--- src/rtl/iu_hdr_pkg.sv ---
package iu_hdr_pkg;
  localparam int HDR_BYTES  = 24;
  localparam int OFS_TYPE   = 0;
  localparam int OFS_TAG_HI = 2;
  localparam int OFS_TAG_LO = 3;
  localparam int OFS_LUN    = 5;
  localparam int OFS_LEN_HI = 13;
  localparam int OFS_LEN_MD = 14;
  localparam int OFS_LEN_LO = 15;
  localparam int OFS_IVL_HI = 18;
  localparam int OFS_IVL_LO = 19;

  typedef enum logic [7:0] {
    K_CMD_LAST  = 8'h01,
    K_CMD_MULTI = 8'h02,
    K_DATA      = 8'h04,
    K_STREAM    = 8'h05,
    K_STATUS    = 8'h08
  } iu_kind_e;

  localparam logic [7:0] FAIL_BAD_TYPE = 8'h06;
  localparam logic [7:0] FAIL_ILLEGAL  = 8'h07;
endpackage

--- src/rtl/iu_beat_track.sv ---
module iu_beat_track
  import iu_hdr_pkg::*;
#(
  parameter int LANES = 2,
  parameter int CNT_W = 5
) (
  input  logic             clk,
  input  logic             rst,
  input  logic             in_valid,
  input  logic             in_sof,
  input  logic             crc_done,
  output logic             wr_en,
  output logic [CNT_W-1:0] base,
  output logic             fire,
  output logic             waiting
);
  localparam int LAST_START = HDR_BYTES - LANES;

  typedef enum logic [1:0] {S_IDLE, S_FILL, S_WAIT} trk_e;
  trk_e             st;
  logic [CNT_W-1:0] cnt;
  logic             last;

  always_comb begin
    wr_en   = in_valid && (in_sof || st == S_FILL);
    base    = in_sof ? '0 : cnt;
    last    = wr_en && (int'(base) >= LAST_START);
    fire    = (st == S_WAIT) && crc_done && !(in_valid && in_sof);
    waiting = (st == S_WAIT);
  end

  always_ff @(posedge clk) begin
    if (rst) begin
      st  <= S_IDLE;
      cnt <= '0;
    end else if (wr_en) begin
      if (last) begin
        st  <= S_WAIT;
        cnt <= '0;
      end else begin
        st  <= S_FILL;
        cnt <= base + CNT_W'(LANES);
      end
    end else if (fire) begin
      st <= S_IDLE;
    end
  end

  // a partial header never points past the header end
  a_r9_fill_bound: assert property (@(posedge clk) disable iff (rst)
    (st == S_FILL) |-> (int'(cnt) < HDR_BYTES));

  // the wait state is only entered after an accepted beat
  a_r4_wait_after_beat: assert property (@(posedge clk) disable iff (rst)
    $rose(waiting) |-> $past(in_valid));
endmodule

--- src/rtl/iu_byte_store.sv ---
module iu_byte_store
  import iu_hdr_pkg::*;
#(
  parameter int LANES = 2,
  parameter int CNT_W = 5
) (
  input  logic                          clk,
  input  logic                          rst,
  input  logic                          wr_en,
  input  logic [CNT_W-1:0]              base,
  input  logic [LANES*8-1:0]            data,
  output logic [HDR_BYTES-1:0][7:0]     shadow,
  output logic                          ivl_strobe,
  output logic [15:0]                   ivl_value
);
  logic [LANES-1:0][7:0]        lane_byte;
  logic [HDR_BYTES-1:0][7:0]    nxt;
  logic                         hit;

  for (genvar g = 0; g < LANES; g++) begin : g_lane
    assign lane_byte[g] = data[8*g +: 8];
  end

  always_comb begin
    nxt = shadow;
    hit = 1'b0;
    for (int k = 0; k < LANES; k++) begin
      if (wr_en && ((int'(base) + k) < HDR_BYTES)) begin
        nxt[base + CNT_W'(k)] = lane_byte[k];
        if ((int'(base) + k) == OFS_IVL_LO) hit = 1'b1;
      end
    end
  end

  always_ff @(posedge clk) begin
    if (rst) begin
      shadow     <= '0;
      ivl_strobe <= 1'b0;
      ivl_value  <= '0;
    end else begin
      shadow     <= nxt;
      ivl_strobe <= hit;
      if (hit) ivl_value <= {nxt[OFS_IVL_HI], nxt[OFS_IVL_LO]};
    end
  end

  // the interval strobe always follows an accepted beat
  a_r3_strobe_after_beat: assert property (@(posedge clk) disable iff (rst)
    ivl_strobe |-> $past(wr_en));

  // the interval value only moves together with its strobe
  a_r3_value_hold: assert property (@(posedge clk) disable iff (rst)
    !ivl_strobe |-> $stable(ivl_value));
endmodule

--- src/rtl/iu_type_check.sv ---
module iu_type_check
  import iu_hdr_pkg::*;
(
  input  logic [7:0] kind,
  input  logic       dir_i2t,
  output logic       legal,
  output logic [7:0] code
);
  logic is_cmd, is_tgt;

  always_comb begin
    is_cmd = 1'b0;
    is_tgt = 1'b0;
    case (kind)
      K_CMD_LAST, K_CMD_MULTI:   is_cmd = 1'b1;
      K_DATA, K_STREAM, K_STATUS: is_tgt = 1'b1;
      default: ;
    endcase
    if (!is_cmd && !is_tgt) begin
      legal = 1'b0;
      code  = FAIL_BAD_TYPE;
    end else if (dir_i2t ? is_cmd : is_tgt) begin
      legal = 1'b1;
      code  = 8'h00;
    end else begin
      legal = 1'b0;
      code  = FAIL_ILLEGAL;
    end
  end
endmodule

--- src/rtl/iu_hdr_decoder.sv ---
module iu_hdr_decoder
  import iu_hdr_pkg::*;
#(
  parameter int LANES = 2
) (
  input  logic               clk,
  input  logic               rst,
  input  logic               in_valid,
  input  logic               in_sof,
  input  logic [LANES*8-1:0] in_data,
  input  logic               dir_i2t,
  input  logic               crc_done,
  input  logic               crc_ok,
  output logic               ivl_strobe,
  output logic [15:0]        ivl_value,
  output logic               hdr_valid,
  output logic [7:0]         iu_type,
  output logic [15:0]        iu_tag,
  output logic [7:0]         iu_lun,
  output logic [23:0]        iu_len,
  output logic               ldisc,
  output logic               crc_err,
  output logic               fail_valid,
  output logic [7:0]         fail_code
);
  localparam int CNT_W = $clog2(HDR_BYTES + 1);

  logic                      wr_en, fire, waiting;
  logic [CNT_W-1:0]          base;
  logic [HDR_BYTES-1:0][7:0] shadow;
  logic                      legal;
  logic [7:0]                chk_code;
  logic [23:0]               len_new;

  iu_beat_track #(.LANES(LANES), .CNT_W(CNT_W)) u_trk (
    .clk(clk), .rst(rst), .in_valid(in_valid), .in_sof(in_sof),
    .crc_done(crc_done), .wr_en(wr_en), .base(base), .fire(fire),
    .waiting(waiting)
  );

  iu_byte_store #(.LANES(LANES), .CNT_W(CNT_W)) u_store (
    .clk(clk), .rst(rst), .wr_en(wr_en), .base(base), .data(in_data),
    .shadow(shadow), .ivl_strobe(ivl_strobe), .ivl_value(ivl_value)
  );

  iu_type_check u_chk (
    .kind(shadow[OFS_TYPE]), .dir_i2t(dir_i2t), .legal(legal), .code(chk_code)
  );

  assign len_new = {shadow[OFS_LEN_HI], shadow[OFS_LEN_MD], shadow[OFS_LEN_LO]};

  always_ff @(posedge clk) begin
    if (rst) begin
      hdr_valid  <= 1'b0;
      ldisc      <= 1'b0;
      crc_err    <= 1'b0;
      fail_valid <= 1'b0;
      fail_code  <= '0;
      iu_type    <= '0;
      iu_tag     <= '0;
      iu_lun     <= '0;
      iu_len     <= '0;
    end else begin
      hdr_valid  <= 1'b0;
      ldisc      <= 1'b0;
      crc_err    <= 1'b0;
      fail_valid <= 1'b0;
      if (fire) begin
        if (!crc_ok) begin
          crc_err <= 1'b1;
        end else if (!legal) begin
          fail_valid <= 1'b1;
          fail_code  <= chk_code;
        end else begin
          hdr_valid <= 1'b1;
          ldisc     <= (len_new == 24'd0);
          iu_type   <= shadow[OFS_TYPE];
          iu_tag    <= {shadow[OFS_TAG_HI], shadow[OFS_TAG_LO]};
          iu_lun    <= shadow[OFS_LUN];
          iu_len    <= len_new;
        end
      end
    end
  end

  // at most one verdict per header
  a_r4_one_verdict: assert property (@(posedge clk) disable iff (rst)
    $onehot0({hdr_valid, crc_err, fail_valid}));

  // a verdict only follows a CRC report
  a_r4_after_done: assert property (@(posedge clk) disable iff (rst)
    (hdr_valid || crc_err || fail_valid) |-> $past(crc_done));

  // only the two defined failure codes are reported
  a_r6_code_range: assert property (@(posedge clk) disable iff (rst)
    fail_valid |-> (fail_code == 8'h06 || fail_code == 8'h07));

  // disconnect only with an accepted zero-length header
  a_r8_ldisc_zero: assert property (@(posedge clk) disable iff (rst)
    ldisc |-> (hdr_valid && iu_len == 24'd0));

  // fields hold outside commits
  a_r10_fields_hold: assert property (@(posedge clk) disable iff (rst)
    !hdr_valid |-> ($stable(iu_tag) && $stable(iu_len) && $stable(iu_type) && $stable(iu_lun)));
endmodule

--- config.mk ---
export PLATFORM = sky130hd
export DESIGN_NAME = iu_hdr_decoder
export DESIGN_NICKNAME = d
export VERILOG_FILES = /design/src/rtl/iu_hdr_pkg.sv /design/src/rtl/iu_beat_track.sv /design/src/rtl/iu_byte_store.sv /design/src/rtl/iu_type_check.sv /design/src/rtl/iu_hdr_decoder.sv
export SDC_FILE = /design/constraint.sdc
export NUM_CORES = 1
export LEC_CHECK = 0
export BUFFER_PORTS_ARGS = -buffer_cell sky130_fd_sc_hd__buf_2
export CAP_MARGIN = 10
export CORE_MARGIN = 2
export CORE_UTILIZATION = 62
export CTS_CLUSTER_SIZE = 8
export DETAILED_ROUTE_END_ITERATION = 12
export HOLD_SLACK_MARGIN = 0.1
export PLACE_DENSITY = 0.86
export REMOVE_ABC_BUFFERS = 1
export SYNTH_ARGS = -nofsm -noshare
export SYNTH_HDL_FRONTEND = slang
export SYNTH_SLANG_ARGS = --single-unit
--- constraint.sdc ---
create_clock -name clk -period 3.8 [get_ports clk]
set_input_delay 0.57 -clock clk [delete_from_list [all_inputs] [get_ports clk]]
set_output_delay 0.57 -clock clk [all_outputs]
set_load 0.01 [all_outputs]
==> impl_results.html <==
<table>
<tr><th>Metric</th><th>Value</th></tr>
<tr><th colspan="2">Synthesis</th></tr>
<tr><td>Async set-or-reset flop fraction in the synthesized netlist</td><td>0</td></tr>
<tr><td>Share of the yosys chip area belonging to registers</td><td>0.411</td></tr>
<tr><td>Top cell type's share of synthesized area</td><td>0.411</td></tr>
<tr><td>Main area contributors after synthesis</td><td>sky130_fd_sc_hd__dfxtp_1, sky130_fd_sc_hd__mux2i_1, sky130_fd_sc_hd__a211oi_1</td></tr>
<tr><td>Number of enable-type register cells in the synthesized netlist</td><td>0</td></tr>
<tr><td>Yosys top cell by area</td><td>sky130_fd_sc_hd__dfxtp_1</td></tr>
<tr><td>Post-synthesis cell area</td><td>between 7000 and 8000 sq um</td></tr>
<tr><td>Count of state elements after synthesis</td><td>150</td></tr>
<tr><td>Count of warnings emitted by yosys</td><td>0</td></tr>
<tr><td>Post-synthesis area per instance</td><td>just over 9 sq um</td></tr>
<tr><td>Number of different library cells in the post-synthesis netlist</td><td>slightly above 60</td></tr>
<tr><td>Leading cell type by number of instances after synthesis</td><td>sky130_fd_sc_hd__dfxtp_1</td></tr>
<tr><td>Cells after Synth</td><td>around 800</td></tr>
<tr><td>Leading cell types by count after synthesis</td><td>sky130_fd_sc_hd__dfxtp_1, sky130_fd_sc_hd__a21oi_1, sky130_fd_sc_hd__a211oi_1, sky130_fd_sc_hd__mux2i_1, sky130_fd_sc_hd__o31ai_1</td></tr>
<tr><td>Post-synth top flop</td><td>sky130_fd_sc_hd__dfxtp_1</td></tr>
<tr><th colspan="2">Cells and area</th></tr>
<tr><td>P&amp;R area growth vs syn</td><td>10.7%</td></tr>
<tr><td>Summed area of non-filler cells in the final layout</td><td>between 8000 and 9000 sq um</td></tr>
<tr><td>Filler Cells Inserted</td><td>between 800 and 900</td></tr>
<tr><td>Share of layout cells above drive strength 1</td><td>0.204</td></tr>
<tr><td>Total Nets Final</td><td>830</td></tr>
<tr><td>Count of non-filler cells in the finished layout</td><td>961</td></tr>
<tr><td>Ant diodes</td><td>0</td></tr>
<tr><th colspan="2">Clock tree</th></tr>
<tr><td>Depth of the CTS H-tree</td><td>4</td></tr>
<tr><td>Clock insertion delay at the later pin of the skew report</td><td>0.43 ns</td></tr>
<tr><td>Number of buffers added by the clock tree synthesis step</td><td>17</td></tr>
<tr><td>CTS tree</td><td>built</td></tr>
<tr><td>Number of buffers inserted for hold repair after clock tree synthesis</td><td>0</td></tr>
<tr><td>Number of buffers on the longest clock path</td><td>2</td></tr>
<tr><td>Reg clk slew, reported paths</td><td>roughly 0.060 ns</td></tr>
<tr><td>Post-CTS repair timing setup buffer count</td><td>0</td></tr>
<tr><td>Clock root buffer master</td><td>sky130_fd_sc_hd__clkbuf_16</td></tr>
<tr><td>Total of cells resized after clock tree synthesis</td><td>0</td></tr>
<tr><td>Number of sinks driven by the clock tree</td><td>150</td></tr>
<tr><th colspan="2">Setup path</th></tr>
<tr><td>Critical path launch point type</td><td>flop</td></tr>
<tr><td>Slowest stage delay, CP</td><td>between 0.6 and 0.7 ns</td></tr>
<tr><td>RR Startpoint</td><td>u_trk.cnt[1]</td></tr>
<tr><td>Kind of end point of the critical path</td><td>flop</td></tr>
<tr><td>Worst reg2reg path endpoint</td><td>u_store.shadow[2]</td></tr>
<tr><td>Critical-path cell list</td><td>nor2b_1 &gt; ha_1 &gt; nand2_1 &gt; o32a_1 &gt; buf_16 &gt; a2111oi_0 &gt; a211oi_1</td></tr>
<tr><td>Reg2reg path depth</td><td>7</td></tr>
<tr><td>Worst setup path category</td><td>reg -&gt; reg</td></tr>
<tr><td>Data arrival at the endpoint of the critical path</td><td>approximately 3.3 ns</td></tr>
<tr><td>Max FO, Critical Path</td><td>27</td></tr>
<tr><td>Standard cell with the maximum stage delay on the critical path</td><td>sky130_fd_sc_hd__a2111oi_0</td></tr>
<tr><td>Worst endpoint required time</td><td>between 4 and 5 ns</td></tr>
<tr><td>Reg-to-reg slack, setup</td><td>0.78 ns</td></tr>
<tr><th colspan="2">STA</th></tr>
<tr><td>Final Setup Violations</td><td>0</td></tr>
<tr><td>Slew at the pin with the worst max-slew slack</td><td>between 1 and 1.5 ns</td></tr>
<tr><td>Max frequency</td><td>~330 MHz</td></tr>
<tr><td>Setup clock skew after layout</td><td>a little under 0.007 ns</td></tr>
<tr><td>Final worst-path setup slack</td><td>between 0.7 and 0.8 ns</td></tr>
<tr><td>Max transition margin</td><td>0.286</td></tr>
<tr><td>Final Max Tran Viols</td><td>0</td></tr>
<tr><td>Final clock period utilization by the worst path</td><td>0.795</td></tr>
<tr><td>Count of final hold-check violations</td><td>0</td></tr>
<tr><td>Sum of negative setup slack</td><td>0 ns</td></tr>
<tr><td>Clock period minus worst slack</td><td>slightly above 3 ns</td></tr>
<tr><td>Unrepaired setup endpoints after global routing</td><td>false</td></tr>
<tr><th colspan="2">Global routing</th></tr>
<tr><td>Total Routing Usage GR</td><td>0.323</td></tr>
<tr><td>Pin count of the biggest net entering global routing</td><td>just over 80</td></tr>
<tr><td>Antenna violations before repair</td><td>0</td></tr>
<tr><td>Via count of the first global-routing pass</td><td>approximately 6200</td></tr>
<tr><td>Overflow after GRT</td><td>0</td></tr>
<tr><td>First-pass GRT wire length</td><td>32400 um</td></tr>
<tr><th colspan="2">Place</th></tr>
<tr><td>Weighted congestion reported at the end of routability-driven placement</td><td>0.911</td></tr>
<tr><td>DP Worst Slack</td><td>between 0.4 and 0.5 ns</td></tr>
<tr><td># placed instances</td><td>roughly 930</td></tr>
<tr><td>Number of I/O port buffers</td><td>102</td></tr>
<tr><td>Area after DPL</td><td>between 7000 and 8000 sq um</td></tr>
<tr><td>Dpl hpwl</td><td>approximately 13000 um</td></tr>
<tr><th colspan="2">Drt</th></tr>
<tr><td>Total length of routed wires</td><td>about 21000 um</td></tr>
<tr><td>Via density per instance</td><td>around 7</td></tr>
<tr><td>Count of nets left with antenna violations after detail routing</td><td>0</td></tr>
<tr><td>Initial DRT Pass Iterations</td><td>7</td></tr>
<tr><td>Drc violations</td><td>0</td></tr>
<tr><td>Detailed router's first-iteration violation count</td><td>between 700 and 800</td></tr>
<tr><td>Wirelength per Cell</td><td>around 22 um</td></tr>
<tr><td>Vias after detailed routing</td><td>~6800</td></tr>
<tr><th colspan="2">Power</th></tr>
<tr><td>Maximum resistive drop on vdd</td><td>about 0.00042 V</td></tr>
<tr><td>Leakage power</td><td>3.21 nW</td></tr>
<tr><td>Design Power</td><td>about 3.6 mW</td></tr>
<tr><td>Power density normalized to cell area</td><td>between 400 and 500 nW/um^2</td></tr>
<tr><th colspan="2">Floorplan</th></tr>
<tr><td>Starting density of the core</td><td>0.636</td></tr>
<tr><td>Die X</td><td>around 110 um</td></tr>
<tr><td>Std-Cell Rows</td><td>39</td></tr>
<tr><td>DIE AREA</td><td>12700 sq um</td></tr>
<tr><td># IOs</td><td>between 100 and 150</td></tr>
<tr><td>Core area</td><td>~11000 sq um</td></tr>
<tr><td>Height of the die</td><td>112 um</td></tr>
<tr><th colspan="2">Min path</th></tr>
<tr><td>Min-delay src</td><td>crc_ok</td></tr>
<tr><td>Hold Crit Endpoint</td><td>crc_err</td></tr>
<tr><td>Hold Path Depth</td><td>2</td></tr>
<tr><td>Hold WC Path Type</td><td>in -&gt; reg</td></tr>
<tr><th colspan="2">Flow run</th></tr>
<tr><td>Maximum Capacitance Violations</td><td>0</td></tr>
<tr><th colspan="2">Outcome</th></tr>
<tr><td>Result of the run</td><td>finished, final reports clean</td></tr>
</table>
[layout by cell type (no fill, tap or decap), types with 6 or more instances in the layout]
| master | instances |
|---|---|
| sky130_fd_sc_hd__nand3_1 | 6 |
| sky130_fd_sc_hd__clkbuf_16 | 17 |
| sky130_fd_sc_hd__nand4_1 | 57 |
| sky130_fd_sc_hd__dfxtp_1 | 150 |
| sky130_fd_sc_hd__a2111oi_0 | 24 |
| sky130_fd_sc_hd__a211oi_1 | 64 |
| sky130_fd_sc_hd__buf_2 | 101 |
| sky130_fd_sc_hd__nand2_1 | 16 |
| sky130_fd_sc_hd__nor2b_1 | 6 |
| sky130_fd_sc_hd__o31ai_1 | 60 |
| sky130_fd_sc_hd__a21oi_1 | 95 |
| sky130_fd_sc_hd__o21ai_0 | 22 |
| sky130_fd_sc_hd__nor4_1 | 7 |
| sky130_fd_sc_hd__mux2i_1 | 64 |
| sky130_fd_sc_hd__buf_4 | 9 |
| sky130_fd_sc_hd__nor2_1 | 30 |
[registers in the layout, summed over array words and instances (netlist names)]
| signal | flops |
|---|---|
| u_store.ivl_value | 16 |
| iu_type | 8 |
| fail_valid | 1 |
| iu_tag | 16 |
| crc_err | 1 |
| ldisc | 1 |
| iu_lun | 8 |
| u_trk.st | 2 |
| fail_code | 2 |
| u_store.shadow | 64 |
| u_store.ivl_strobe | 1 |
| iu_len | 24 |
| u_trk.cnt | 5 |
| hdr_valid | 1 |
[where the power goes]
part | internal (mW) | switching (mW) | total [mW]
Clock | 1.04 | 0.636 | 1.68
Sequential | 1.58 | 0.0165 | 1.60
Combinational | 0.0603 | 0.240 | 0.300
Total | 2.69 | 0.892 | 3.58
[critical path: cells and delay by family, from the launching register on]
kind	cells	cell delay, ns
AOI/OAI and AO/OA	3	1.26
buffers and inverters	1	0.25
DFF	1	0.60
adders and majority gates	1	0.36
and+or+nand+nor	2	0.38
[kinds of logic after synthesis]
family / Yosys count / share of synthesized area
AND/OR/NAND/NOR: 163 / 0.139
AO/OA/AOI/OAI: 285 / 0.266
XOR/XNOR: 2 / 0.00240
adder cells (fa/ha/maj): 1 / 0.00171
multiplexers: 64 / 0.0878
buffers and inverters: 114 / 0.0907
flip-flops: 150 / 0.411
other: 1 / 0.000514
[layer usage]
metal | vias to the layer above | global-route usage | share of wire | wire, um
met3 | 75 | 0.0918 | 0.090 | 1860
met4 | 0 | 0.173 | 0.042 | 870
met2 | 417 | 0.523 | 0.48 | 9950
li1 | 3056 | - | - | -
met1 | 3240 | 0.391 | 0.39 | 8100
met5 | - | 0 | 0 | 0
[how the worst max path moves through the flow]
stage                 startpoint            endpoint  slack (ns)
global route        u_trk.cnt[1]   u_store.shadow[2]        0.64
finish              u_trk.cnt[1]   u_store.shadow[2]        0.78
floorplan               in_valid           iu_len[0]         1.0
CTS                 u_trk.cnt[1]   u_store.shadow[2]        0.65
global placement          in_sof  u_store.shadow[30]        0.78
detailed placement        in_sof  u_store.shadow[27]        0.49
[metrics by stage]
stage,util,hold slack (ns)
after floorplan,-,0.444
after global placement,0.648,0.438
after detailed placement,0.648,0.445
after CTS,0.700,0.344
after global routing,0.705,0.348
final,0.705,0.355
[layout make-up]
| cell class | instances | area (sq um) | share of cell area |
|---|---|---|---|
| clock inverters | 8 | 96.3 | 0.0119 |
| flip-flops and latches | 150 | 3000 | 0.372 |
| multi-input cells | 520 | 3660 | 0.453 |
| inverters | 5 | 18.8 | 0.00232 |
| clock buffers | 23 | 498 | 0.0616 |
| repair buffers | 112 | 628 | 0.0777 |
| well taps | 143 | 179 | 0.0221 |
Note: power is estimated with default switching activity, not from simulation.
